===== src/rtl/brdctl_pkg.sv =====
package brdctl_pkg;

    localparam int unsigned DATA_W   = 8;
    localparam int unsigned NUM_REGS = 3;

    // bit positions that software decodes
    localparam int unsigned LED_BIT   = 7;
    localparam int unsigned JMP_BIT   = 7;
    localparam int unsigned OVR_BIT   = 6;
    localparam int unsigned SWSEL_BIT = 5;
    localparam int unsigned MODE_LSB  = 3;

    localparam logic [6:0] PROD_ID = 7'b0000001;

    typedef enum logic [1:0] {
        REG_PROD = 2'd0,
        REG_REV  = 2'd1,
        REG_CTRL = 2'd2,
        REG_NONE = 2'd3
    } reg_sel_e;

    typedef enum logic [1:0] {
        SM_RS232 = 2'b00,
        SM_RS422 = 2'b01,
        SM_RS485 = 2'b10,
        SM_RSVD  = 2'b11
    } ser_mode_e;

    typedef struct packed {
        logic      led_off;
        logic      ovr_en;
        logic      sw_primary;
        ser_mode_e mode;
    } ctrl_regs_t;

    localparam ctrl_regs_t CTRL_RST = '{
        led_off:    1'b1,
        ovr_en:     1'b0,
        sw_primary: 1'b1,
        mode:       SM_RS232
    };

    typedef struct packed {
        logic              ack;
        logic [DATA_W-1:0] rdata;
    } bus_state_t;

endpackage


===== src/rtl/brdctl_decode.sv =====
module brdctl_decode
    import brdctl_pkg::*;
#(
    parameter int unsigned ADDR_W    = 12,
    parameter int unsigned BASE_MAIN = 12'hCA0,
    parameter int unsigned BASE_ALT  = 12'hC90
) (
    input  logic [ADDR_W-1:0] addr,
    input  logic              base_alt,
    output logic              hit,
    output reg_sel_e          sel
);

    localparam logic [ADDR_W-1:0] MAIN_A = ADDR_W'(BASE_MAIN);
    localparam logic [ADDR_W-1:0] ALT_A  = ADDR_W'(BASE_ALT);
    localparam logic [ADDR_W-1:0] SPAN   = ADDR_W'(NUM_REGS);

    logic [ADDR_W-1:0] base;
    logic [ADDR_W-1:0] diff;

    always_comb begin
        base = base_alt ? ALT_A : MAIN_A;
        diff = addr - base;
        hit  = (addr >= base) && (diff < SPAN);
        sel  = hit ? reg_sel_e'(diff[1:0]) : REG_NONE;
    end

endmodule


===== src/rtl/brdctl_sync.sv =====
module brdctl_sync #(
    parameter int unsigned STAGES  = 2,
    parameter logic        RST_VAL = 1'b1
) (
    input  logic clk,
    input  logic rst_n,
    input  logic din,
    output logic dout
);

    logic [STAGES-1:0] chain_q;
    logic [STAGES-1:0] chain_d;

    generate
        if (STAGES == 1) begin : g_single
            always_comb chain_d = din;
        end else begin : g_multi
            always_comb chain_d = {chain_q[STAGES-2:0], din};
        end
    endgenerate

    always_ff @(posedge clk or negedge rst_n) begin
        if (!rst_n) chain_q <= {STAGES{RST_VAL}};
        else        chain_q <= chain_d;
    end

    assign dout = chain_q[STAGES-1];

endmodule


===== src/rtl/brdctl_ctrl.sv =====
module brdctl_ctrl
    import brdctl_pkg::*;
(
    input  logic              clk,
    input  logic              rst_n,
    input  logic              wr_en,
    input  reg_sel_e          sel,
    input  logic [DATA_W-1:0] wdata,
    output ctrl_regs_t        regs_q
);

    ctrl_regs_t regs_d;

    always_comb begin
        regs_d = regs_q;
        if (wr_en) begin
            case (sel)
                REG_PROD: regs_d.led_off = wdata[LED_BIT];
                REG_CTRL: begin
                    regs_d.ovr_en     = wdata[OVR_BIT];
                    regs_d.sw_primary = wdata[SWSEL_BIT];
                    regs_d.mode       = ser_mode_e'(wdata[MODE_LSB +: 2]);
                end
                default: ;
            endcase
        end
    end

    always_ff @(posedge clk or negedge rst_n) begin
        if (!rst_n) regs_q <= CTRL_RST;
        else        regs_q <= regs_d;
    end

endmodule


===== src/rtl/brdctl_regs.sv =====
module brdctl_regs
    import brdctl_pkg::*;
#(
    parameter int unsigned ADDR_W      = 12,
    parameter int unsigned BASE_MAIN   = 12'hCA0,
    parameter int unsigned BASE_ALT    = 12'hC90,
    parameter int unsigned SYNC_STAGES = 2,
    parameter logic [4:0]  REV_LEVEL   = 5'd3,
    parameter logic        EXT_TEMP    = 1'b1,
    parameter logic        CUSTOM      = 1'b0,
    parameter logic        BETA        = 1'b1
) (
    input  logic              clk,
    input  logic              rst_n,
    input  logic              base_alt,
    input  logic [ADDR_W-1:0] io_addr,
    input  logic [7:0]        io_wdata,
    input  logic              io_rd,
    input  logic              io_wr,
    output logic [7:0]        io_rdata,
    output logic              io_ack,
    input  logic              fw_jumper,
    output logic              led_n,
    output logic              fw_primary,
    output logic [1:0]        ser_mode
);

    localparam logic [DATA_W-1:0] REV_BYTE = {REV_LEVEL, EXT_TEMP, CUSTOM, BETA};

    logic       hit;
    reg_sel_e   sel;
    logic       jumper_s;
    ctrl_regs_t regs_q;
    logic       ovr_en;
    logic       sw_primary;
    bus_state_t bus_d;
    bus_state_t bus_q;
    logic [DATA_W-1:0] rd_mux;

    brdctl_decode #(
        .ADDR_W   (ADDR_W),
        .BASE_MAIN(BASE_MAIN),
        .BASE_ALT (BASE_ALT)
    ) u_decode (
        .addr    (io_addr),
        .base_alt(base_alt),
        .hit     (hit),
        .sel     (sel)
    );

    brdctl_sync #(
        .STAGES (SYNC_STAGES),
        .RST_VAL(1'b1)
    ) u_sync (
        .clk  (clk),
        .rst_n(rst_n),
        .din  (fw_jumper),
        .dout (jumper_s)
    );

    brdctl_ctrl u_ctrl (
        .clk   (clk),
        .rst_n (rst_n),
        .wr_en (io_wr && hit),
        .sel   (sel),
        .wdata (io_wdata),
        .regs_q(regs_q)
    );

    assign ovr_en     = regs_q.ovr_en;
    assign sw_primary = regs_q.sw_primary;

    always_comb begin
        case (sel)
            REG_PROD: rd_mux = {regs_q.led_off, PROD_ID};
            REG_REV:  rd_mux = REV_BYTE;
            REG_CTRL: rd_mux = {jumper_s, regs_q.ovr_en, regs_q.sw_primary,
                                regs_q.mode, 3'b000};
            default:  rd_mux = '0;
        endcase
        bus_d.ack   = hit && (io_rd || io_wr);
        bus_d.rdata = (hit && io_rd) ? rd_mux : '0;
    end

    always_ff @(posedge clk or negedge rst_n) begin
        if (!rst_n) bus_q <= '0;
        else        bus_q <= bus_d;
    end

    assign io_ack     = bus_q.ack;
    assign io_rdata   = bus_q.rdata;
    assign led_n      = regs_q.led_off;
    assign ser_mode   = regs_q.mode;
    assign fw_primary = ovr_en ? sw_primary : jumper_s;

endmodule


===== config.mk =====
export PLATFORM = sky130hd
export DESIGN_NAME = brdctl_regs
export DESIGN_NICKNAME = d
export VERILOG_FILES = /design/src/rtl/brdctl_pkg.sv /design/src/rtl/brdctl_decode.sv /design/src/rtl/brdctl_sync.sv /design/src/rtl/brdctl_ctrl.sv /design/src/rtl/brdctl_regs.sv
export SDC_FILE = /design/constraint.sdc
export NUM_CORES = 1
export LEC_CHECK = 0
export ABC_AREA = 1
export BUFFER_PORTS_ARGS = -buffer_cell sky130_fd_sc_hd__buf_2
export CORE_AREA = 8 8 53 55
export DETAILED_ROUTE_END_ITERATION = 7
export DIE_AREA = 0 0 61 63
export HOLD_SLACK_MARGIN = 0.08
export PLACE_DENSITY = 0.78
export SYNTH_ARGS = -nofsm -noshare
export SYNTH_HDL_FRONTEND = slang
export SYNTH_SLANG_ARGS = --single-unit
export TNS_END_PERCENT = 50

===== constraint.sdc =====
create_clock -name clk -period 1.2 [get_ports clk]
set_input_delay 0.24 -clock clk [delete_from_list [all_inputs] [get_ports clk]]
set_output_delay 0.24 -clock clk [all_outputs]
set_load 0.03 [all_outputs]

==> impl_metrics.csv <==
group,metric,value,unit
place,post-dp-hpwl,1500,um
status,outcome,"complete, but fails checks",
setup_path,crit_top_cell,"nand2_1",
status,violations,"negative setup slack",
route,wl,1790,um
setup_path,cpMaxStageDelayCell,"fa_1",
setup_path,crit_type,"input port to register",
setup_path,cpPeakStageDelay,0.39,ns
timing,max_freq,594,MHz
cts,numCtsBuffers,3,
route,route.detailed.drc,0,
power,p_int,0.725,mW
cts,clock-sinks,15,
worst_hold_path,hold_end,"u_ctrl.regs_q[2]",
place,port_buffers,34,
grt,grt_max_degree,16,
timing,skew,0.00211,ns
grt,grtUsageTotal,10.3,%
synth,yosys_warnings,0,
power,p_switching,0.239,mW
timing,setup_ws,-0.484,ns
route,wl_per_cell,10.3,um
place,pre_cts_ws,-0.814,ns
timing,grt_setup_unrepaired,"yes",
setup_path,arrival,1.85,ns
route,num_vias,729,
synth,synth_commonest_cells,"25 x nand2_1, 20 x inv_1, 11 x dfrtp_1",
cts,cts.path.max_buffers,2,
synth,synthFlopType,"dfrtp_1",
timing,finalCritPeriodShare,140,%
floorplanning,die_width,61,um
synth,synth_area,835,um2
route,initialDrtViolationCount,25,
timing,hold_violations,0,
place,place_congestion,0.789,
setup_path,r2r_slack,0.32,ns
floorplanning,io_pins,39,
finish,area_growth,43.9,%
power,swShare,24.8,%
cts,clk_latency,0.28,ns
route,dr.pass1.iters,4,
timing,fin_crit,1.68,ns
worst_hold_path,worstHoldStart,"io_wdata[5]",
setup_path,cp-end-kind,"register",
setup_path,critPathLaunchType,"input port",
power,power_frac_comb,18.0,%
place,post-place-cells,166,
finish,post-route-util,58.2,%
synth,async_reset_ff_share,100,%
floorplanning,dieArea,3840,um2
finish,design_area,1200,um2
timing,finalHoldWorstSlack,0.155,ns
grt,antenna_found_initial,0,
cts,tritoncts,"built",
finish,diodes,0,
power,finalPower,0.963,mW
synth,synth.area.top_cells,"dfrtp_1 33%, dfstp_2 13%, nand2_1 11%, inv_1 9.0%, nor2_4 4.0%",
synth,yosys.area.top_type,"dfrtp_1",
timing,slew_violations,0,
power,powerDensity,802,nW/um2
worst_hold_path,hold_path.class,"input port to register",
power,p_leak,0.675,nW
finish,drive_gt1_share,47.3,%
timing,setup_tns,-5.56,ns
finish,nNetsFinal,176,
synth,synth_area_per_cell,8.35,um2
floorplanning,rows,17,
synth,synth_most_common_cell,"nand2_1",
place,placed_area,1100,um2
synth,ys_ff_latch,15,
route,vias_per_cell,4.19,
grt,grt_pass1_wl,3040,um
setup_path,critical_path_required,1.37,ns
route,drtAntennaViolNets,0,
power,seqPwrFrac,53.5,%
power,vdd_drop_max,907,uV
setup_path,critPathBufInv,3,
finish,instances_no_fill,174,
cts,cts_root_buffer,"clkbuf_4",
worst_hold_path,holdPathStages,3,
grt,grt_pass1_vias,770,
synth,netlist.area_leader.share,33.0,%
setup_path,r2r-start,"u_ctrl.regs_q[4]",
synth,syn-instance-count,100,
synth,synth-edff-count,0,
synth,yosysSeqAreaShare,45.6,%
setup_path,regToRegEndpoint,"io_rdata[7]",
floorplanning,initial_core_util,40.4,%
timing,setup_violations,15,
flow_run,drv_cap,0,
floorplanning,core_area,2060,um2
floorplanning,die_h,63,um
setup_path,rr_worst_depth,2,
grt,grt-ovfl-total,0,
setup_path,crit_fanout,8,
cts,clk_pin_slew,0.08,ns
setup_path,crit_chain,"buf_6, ha_4, inv_2, fa_1, inv_1, nand2_1, nor2_1, nand2_1, nor2_4, nand3_2, nor2_4, nand3_4, nand2_1, o21ai_1",
synth,yosys.cell_types.count,21,
power,clkPwrFrac,28.4,%
synth,synth_nets,129,
cts,h-tree-depth,1,
setup_path,path_delay_family,"simple AND/OR/NAND/NOR gates",
final cells by class:
type | count | area, um2
tap | 28 | 35.0
sequential | 15 | 380
multi-input combinational | 60 | 380
clock buffer | 4 | 26.3
fill | 183 | 862
inverter | 22 | 92.6
timing repair buffer | 45 | 287
worst max path at each step:
stage,startpoint,endpoint,slack [ns],cells after the start
after floorplan,io_addr[4],u_ctrl.regs_q[1],-0.56,14
final,base_alt,u_ctrl.regs_q[3],-0.48,14
after CTS,io_addr[4],io_rdata[3],-0.48,16
after detailed placement,io_addr[4],u_ctrl.regs_q[3],-0.81,15
after global placement,io_addr[4],u_ctrl.regs_q[3],-0.77,15
after global routing,base_alt,u_ctrl.regs_q[1],-0.62,14
cells in the final DEF, fill, tap and decap left out, drive strengths merged:
master	n
dfstp	4
nand3	6
dlygate4sd3	2
conb	1
inv	22
nor2	11
nand4	2
clkbuf	4
ha	2
dfrtp	11
nand2	28
mux2	1
buf	43
o21ai	6
a21oi	2
fa	1
sequential cells by signal (all words and copies together) (netlist names):
register	count
io_ack	1
u_sync.chain_q	2
u_ctrl.regs_q	5
io_rdata	7
power by group through the flow:
stage	Clock [mW]	Sequential [mW]	Combinational (mW)
2_1_floorplan	0	0.525	0.0695
3_3_place_gp	0	0.525	0.148
3_5_place_dp	0	0.525	0.155
4_1_cts	0.284	0.516	0.173
5_1_grt	0.307	0.517	0.196
6_report	0.274	0.516	0.174
logic make-up (layout without fill, tap and decap cells):
family	count (synthesis)	after routing	share of synthesized area, %
and+or+nand+nor	47	47	28.9
buffers and inverters	25	71	12.6
DFF	15	15	45.6
AOI/OAI and AO/OA	8	8	5.70
adders and majority gates	3	3	5.40
other	1	1	0.449
muxes	1	1	1.35
layer usage:
layer,GRT usage [%],vias to the layer above,routed length (um)
met5,0,-,0
met4,3.50,0,8
met3,4.32,2,126
met2,19.3,19,1060
met1,9.19,320,598
li1,-,388,-
worst register-to-register path, cell delays in order (launching register included):
cell	delay, ns
dfstp_2	0.56
nand4_1	0.09
a21oi_1	0.15
what timing repair did:
item | in CTS | in global routing
cloned | 0 | 0
pin swaps | 4 | 4
endpoints found under the hold margin | 12 | 0
hold buffers | 2 | 0
endpoints found under the setup margin | 15 | 15
resized for setup | 13 | 0
buffers inserted | 1 | 1
No activity file was read; power rests on OpenSTA's default activity.
